**config.mk**
```make
export PLATFORM = sky130hd
export DESIGN_NAME = uart_rx_cmd_ctrl
export DESIGN_NICKNAME = d
export VERILOG_FILES = /design/src/rtl/uart_rxcmd_pkg.sv /design/src/rtl/rxcmd_decode.sv /design/src/rtl/rxcmd_state.sv /design/src/rtl/rxcmd_fifo.sv /design/src/rtl/uart_rx_cmd_ctrl.sv
export SDC_FILE = /design/constraint.sdc
export NUM_CORES = 1
export LEC_CHECK = 0
export BUFFER_PORTS_ARGS = -buffer_cell sky130_fd_sc_hd__buf_2
export CAP_MARGIN = 25
export CORE_UTILIZATION = 46
export DETAILED_ROUTE_END_ITERATION = 6
export PLACE_DENSITY = 0.79
export SETUP_SLACK_MARGIN = 0.02
export SYNTH_ARGS = -nofsm -noshare
export SYNTH_HDL_FRONTEND = slang
export SYNTH_SLANG_ARGS = --single-unit
export TNS_END_PERCENT = 20
```
**constraint.sdc**
```tcl
create_clock -name clk -period 2.5 [get_ports clk]
set_input_delay 0.625 -clock clk [delete_from_list [all_inputs] [get_ports clk]]
set_output_delay 0.625 -clock clk [all_outputs]
set_load 0.01 [all_outputs]
```
**src/rtl/uart_rxcmd_pkg.sv**
```systemverilog
package uart_rxcmd_pkg;

   localparam int unsigned CMD_W = 32;

   // Command bit positions: software decodes these.
   localparam int unsigned BIT_ENA    = 7;
   localparam int unsigned BIT_DIS    = 6;
   localparam int unsigned BIT_FLUSH  = 5;
   localparam int unsigned BIT_CLR    = 4;
   localparam int unsigned BIT_LOCK   = 3;
   localparam int unsigned BIT_UNLOCK = 2;

   typedef struct packed {
      logic ena;
      logic dis;
      logic flush;
      logic clr;
      logic lock;
      logic unlock;
   } rx_cmd_t;

endpackage

```
**src/rtl/rxcmd_decode.sv**
```systemverilog
module rxcmd_decode
   import uart_rxcmd_pkg::*;
(
   input  logic             wr_i,
   input  logic [CMD_W-1:0] wdata_i,
   output rx_cmd_t          cmd_o
);

   // Reserved positions carry no action.
   logic unused_rsvd;
   assign unused_rsvd = ^{wdata_i[CMD_W-1:BIT_ENA+1], wdata_i[BIT_UNLOCK-1:0]};

   always_comb begin
      cmd_o        = '0;
      cmd_o.ena    = wr_i & wdata_i[BIT_ENA];
      cmd_o.dis    = wr_i & wdata_i[BIT_DIS];
      cmd_o.flush  = wr_i & wdata_i[BIT_FLUSH];
      cmd_o.clr    = wr_i & wdata_i[BIT_CLR];
      cmd_o.lock   = wr_i & wdata_i[BIT_LOCK];
      cmd_o.unlock = wr_i & wdata_i[BIT_UNLOCK];
   end

endmodule

```
**src/rtl/rxcmd_state.sv**
```systemverilog
module rxcmd_state
   import uart_rxcmd_pkg::*;
(
   input  logic    clk,
   input  logic    rst_n,
   input  rx_cmd_t cmd_i,
   input  logic    match_unlock_i,
   output logic    enable_o,
   output logic    locked_o,
   output logic    flush_o,
   output logic    clear_o
);

   logic en_d, lock_d;

   always_comb begin
      en_d = enable_o;
      if (cmd_i.flush || cmd_i.ena) en_d = 1'b1;
      if (cmd_i.dis)                en_d = 1'b0;   // disable has the last word

      lock_d = locked_o;
      if (cmd_i.flush || cmd_i.unlock || match_unlock_i) lock_d = 1'b0;
      if (cmd_i.lock)                                    lock_d = 1'b1;   // lock wins
   end

   always_ff @(posedge clk or negedge rst_n) begin
      if (!rst_n) begin
         enable_o <= 1'b0;
         locked_o <= 1'b0;
         flush_o  <= 1'b0;
         clear_o  <= 1'b0;
      end else begin
         enable_o <= en_d;
         locked_o <= lock_d;
         flush_o  <= cmd_i.flush;
         clear_o  <= cmd_i.clr;
      end
   end

endmodule

```
**src/rtl/rxcmd_fifo.sv**
```systemverilog
module rxcmd_fifo #(
   parameter int unsigned DATA_W = 8,
   parameter int unsigned DEPTH  = 4,
   localparam int unsigned PTR_W = (DEPTH > 1) ? $clog2(DEPTH) : 1,
   localparam int unsigned CNT_W = $clog2(DEPTH + 1)
) (
   input  logic              clk,
   input  logic              rst_n,
   input  logic              clr_i,
   input  logic              wr_i,
   input  logic [DATA_W-1:0] wdata_i,
   input  logic              rd_i,
   output logic [DATA_W-1:0] rdata_o,
   output logic              empty_o,
   output logic              full_o,
   output logic [CNT_W-1:0]  count_o
);

   logic [DATA_W-1:0] mem [DEPTH];
   logic [PTR_W-1:0]  wp, rp, wp_nxt, rp_nxt;
   logic              do_wr, do_rd;

   assign empty_o = (count_o == '0);
   assign full_o  = (count_o == CNT_W'(DEPTH));
   assign do_wr   = wr_i & ~full_o & ~clr_i;
   assign do_rd   = rd_i & ~empty_o & ~clr_i;
   assign rdata_o = mem[rp];

   // Pointer advance: free wrap for powers of two, explicit wrap otherwise.
   if ((1 << PTR_W) == DEPTH) begin : g_wrap_pow2
      assign wp_nxt = wp + 1'b1;
      assign rp_nxt = rp + 1'b1;
   end else begin : g_wrap_cmp
      assign wp_nxt = (wp == PTR_W'(DEPTH - 1)) ? '0 : wp + 1'b1;
      assign rp_nxt = (rp == PTR_W'(DEPTH - 1)) ? '0 : rp + 1'b1;
   end

   always_ff @(posedge clk) begin
      if (do_wr) mem[wp] <= wdata_i;
   end

   always_ff @(posedge clk or negedge rst_n) begin
      if (!rst_n) begin
         wp      <= '0;
         rp      <= '0;
         count_o <= '0;
      end else if (clr_i) begin
         wp      <= '0;
         rp      <= '0;
         count_o <= '0;
      end else begin
         if (do_wr) wp <= wp_nxt;
         if (do_rd) rp <= rp_nxt;
         count_o <= count_o + CNT_W'(do_wr) - CNT_W'(do_rd);
      end
   end

endmodule

```
**src/rtl/uart_rx_cmd_ctrl.sv**
```systemverilog
module uart_rx_cmd_ctrl
   import uart_rxcmd_pkg::*;
#(
   parameter int unsigned DATA_W     = 8,
   parameter int unsigned FIFO_DEPTH = 4,
   localparam int unsigned CNT_W     = $clog2(FIFO_DEPTH + 1)
) (
   input  logic              clk,
   input  logic              rst_n,
   input  logic              cmd_wr,
   input  logic [CMD_W-1:0]  cmd_wdata,
   output logic [CMD_W-1:0]  cmd_rdata,
   input  logic              multidrop_mode,
   input  logic              addr_match,
   input  logic              rx_char_valid,
   input  logic [DATA_W-1:0] rx_char_data,
   input  logic              fifo_rd,
   output logic [DATA_W-1:0] fifo_rd_data,
   output logic              fifo_empty,
   output logic              fifo_full,
   output logic [CNT_W-1:0]  fifo_count,
   output logic              rx_enable,
   output logic              fifo_locked,
   output logic              rx_flush,
   output logic              fifo_clear,
   output logic              char_dropped
);

   if (FIFO_DEPTH < 2) begin : g_bad_depth
      $error("uart_rx_cmd_ctrl: FIFO_DEPTH must be at least 2");
   end
   if (DATA_W < 1 || DATA_W > CMD_W) begin : g_bad_width
      $error("uart_rx_cmd_ctrl: DATA_W must lie in 1..32");
   end

   rx_cmd_t cmd;
   logic    match_unlock, store_ok, push, drop_q;

   // Command bits are write-only.
   assign cmd_rdata = '0;

   rxcmd_decode i_decode (
      .wr_i    (cmd_wr),
      .wdata_i (cmd_wdata),
      .cmd_o   (cmd)
   );

   assign match_unlock = multidrop_mode & addr_match;

   rxcmd_state i_state (
      .clk            (clk),
      .rst_n          (rst_n),
      .cmd_i          (cmd),
      .match_unlock_i (match_unlock),
      .enable_o       (rx_enable),
      .locked_o       (fifo_locked),
      .flush_o        (rx_flush),
      .clear_o        (fifo_clear)
   );

   // A matching address character already sees the lock lifted.
   assign store_ok = ~(fifo_locked & ~match_unlock) & ~fifo_full & ~cmd.clr;
   assign push     = rx_char_valid & store_ok;

   rxcmd_fifo #(
      .DATA_W (DATA_W),
      .DEPTH  (FIFO_DEPTH)
   ) i_fifo (
      .clk     (clk),
      .rst_n   (rst_n),
      .clr_i   (cmd.clr),
      .wr_i    (push),
      .wdata_i (rx_char_data),
      .rd_i    (fifo_rd),
      .rdata_o (fifo_rd_data),
      .empty_o (fifo_empty),
      .full_o  (fifo_full),
      .count_o (fifo_count)
   );

   always_ff @(posedge clk or negedge rst_n) begin
      if (!rst_n) drop_q <= 1'b0;
      else        drop_q <= rx_char_valid & ~store_ok;
   end
   assign char_dropped = drop_q;

endmodule

```
==> impl_metrics.toml <==
[outcome]
status = "completed"

[clocking]
cts_buffers = 5
cts_max_path_buffers = 2
worst_skew_pair.late_latency_ps = 280
cts_num_sinks = 44
htree_levels = 2
cts_tree = "built"
path_clk_slew_ps = 70
root_buffer = "clkbuf_8"

[sta]
final.setup.tns_ps = 0
rsz0062_at_grt = "no"
slew_viol_final = 0
setup_ws_ps = 240
setup_viol = 0
skew_ps = 2.76
layout_min_cycle_time_ps = 2260
fmax_ghz = 0.443
finalCritPeriodShare_pct = 90.4
finalHoldWorstSlack_ps = 205
timing.final.hold_violations = 0

[layout]
antennaDiodeCount = 0
final_area_um2 = 2330
area_growth_pct = 13.2
nets = 240
final_layout_size_suffix_gt1_share_pct = 34.2
stdcell_count = 237
fillers = 359

[synth]
synth_common_cells = "buf_4 (32), edfxtp_1 (32), dfrtp_1 (12)"
syn_area_per_cell_um2 = 14.9
synth_top_area_share_pct = 46.6
yosysWarnings = 0
synthesis.instances = 138
synth_area_leaders = "edfxtp_1 (47%), dfrtp_1 (15%), buf_4 (12%)"
syn_area_um2 = 2060
synthDistinctLibCells = 28
synth_ff_type = "edfxtp_1"
seq_area_frac_synth_pct = 61.2
synth_area_leader_cell = "edfxtp_1"
synth-edff-count = 32
synth-seq-cells = 44
async_reset_ff_share_pct = 27.3

[detailed_routing]
ant_nets = 0
wl_mm = 3.13
viasPerCell = 4.74
wl_per_cell_um = 13.2
dr_total_vias = 1123
initialDrtViolationCount = 58
drtPass1Iterations = 4
drc = 0

[global_routing]
antenna_found_initial = 0
grt_usage_pct = 14.8
grt_max_degree = 14
grt_pass1_vias = 1073
overflow = 0
grt_pass1_wl_mm = 4.89

[placement]
dp_slack_ps = 30.2
placed_cells = 229
port_buffers = 38
gp_congestion = 0.796
place_area_um2 = 2240
dp_hpwl_mm = 2.33

[pwr]
max-vdd-ir-drop_mv = 0.497
cellLeakagePower_nw = 1.00
power_density_nw_per_um2 = 928

[critical_path]
slowest_delay_ps = 450
worstPathMaxFanout = 6
path_class = "reg -> reg"
cp.arrival_ps = 2470
slowest_stage = "dfrtp_1"
crit_required_ps = 2710
critical_path.cell_chain = "o31ai_2 > nor2_1 > ha_1 > inv_1 > ha_1 > inv_1 > fa_1 > xor2_1 > and2_2 > nor3_1"
crit_family = "adder cells"
path_buf_inv = 2
end_kind = "register"
start_kind = "register"

[floorplan]
core-area_um2 = 4140
fp.dieW_um = 69.0
die-area_um2 = 4750
io_pins = 97
die_y_um = 69.0
initial_core_util_pct = 49.8
rows = 23

[worst_hold_path]
hp-class = "in -> async"

[flow_run]
maxCapViolCount = 0
-- cell type report --
class	count	area (um2)	share of cell area, %
flip-flops and latches	44	1260	54.0
clock buffers	7	86.3	3.70
multi-input cells	83	643	27.5
repair buffers	44	248	10.6
well taps	50	62.6	2.68
clock inverters	1	3.75	0.161
inverters	8	30.0	1.29
-- flip-flops by register name, summed over array words and instances (netlist names) --
name	flops
char_dropped	1
i_fifo.count_o	3
i_fifo.mem	32
i_fifo.rp	2
i_fifo.wp	2
i_state.clear_o	1
i_state.enable_o	1
i_state.flush_o	1
i_state.locked_o	1
-- report_power, final --
group          switching [W]  internal, W  total [W]
sequential         0.0000999     0.000895   0.000995
clock               0.000210     0.000221   0.000431
combinational       0.000367     0.000374   0.000741
total               0.000677      0.00149    0.00217
-- final timing paths --
| kind | startpoint | endpoint | slack, ps | depth (start not counted) |
|---|---|---|---|---|
| setup / recovery | i_fifo.count_o[0] | i_fifo.count_o[2] | 240 | 10 |
| hold / removal | rst_n | i_fifo.count_o[2] | 210 | 1 |
| setup reg to reg | i_fifo.count_o[0] | i_fifo.count_o[2] | 240 | 10 |
| hold reg to reg | i_state.enable_o | i_state.enable_o | 540 | 2 |
| max in group asynchronous | rst_n | char_dropped | 2080 | 1 |
| min in group clk | i_state.enable_o | i_state.enable_o | 540 | 2 |
-- cells by family (layout without fill, tap and decap cells) --
family	after synthesis	count (layout)	synth area share, %
AO/OA/AOI/OAI	9	9	3.22
other	1	32	0.182
adder cells (fa/ha/maj)	7	7	4.61
buffers and inverters	42	60	13.5
multiplexers	9	9	9.22
AND/OR/NAND/NOR	23	23	6.80
flip-flops	44	44	61.2
XOR/XNOR	3	3	1.27
-- cells in the final DEF (no fill, tap or decap), types with 6 or more instances in the layout --
cell type	instances
and2_1	6
buf_2	38
clkbuf_8	6
conb_1	32
dfrtp_1	12
edfxtp_1	32
ha_1	6
inv_1	7
mux4_2	8
nor2_1	6
-- routing by layer --
layer | share of wire [%] | GRT usage, % | wire (um) | up-vias
met3 | 7.6 | 3.62 | 237 | 5
met4 | 1.2 | 6.12 | 39 | 0
met2 | 52 | 26.2 | 1630 | 62
met5 | 0 | 0 | 0 | -
li1 | - | - | - | 522
met1 | 39 | 16.9 | 1230 | 534
-- per-stage QoR --
stage	power, W	utilization, %
detailed placement	0.00176	54.0
CTS	0.00219	56.2
global placement	0.00173	54.0
floorplan	0.00150	-
finish	0.00217	56.3
global route	0.00233	56.3
-- repair_timing --
action | in CTS | in global routing
gates resized for setup | 0 | 1
hold buffers | 0 | 0
buffers inserted | 0 | 0
setup endpoints to repair | 0 | 1
Power figures use the tool's default switching activity.
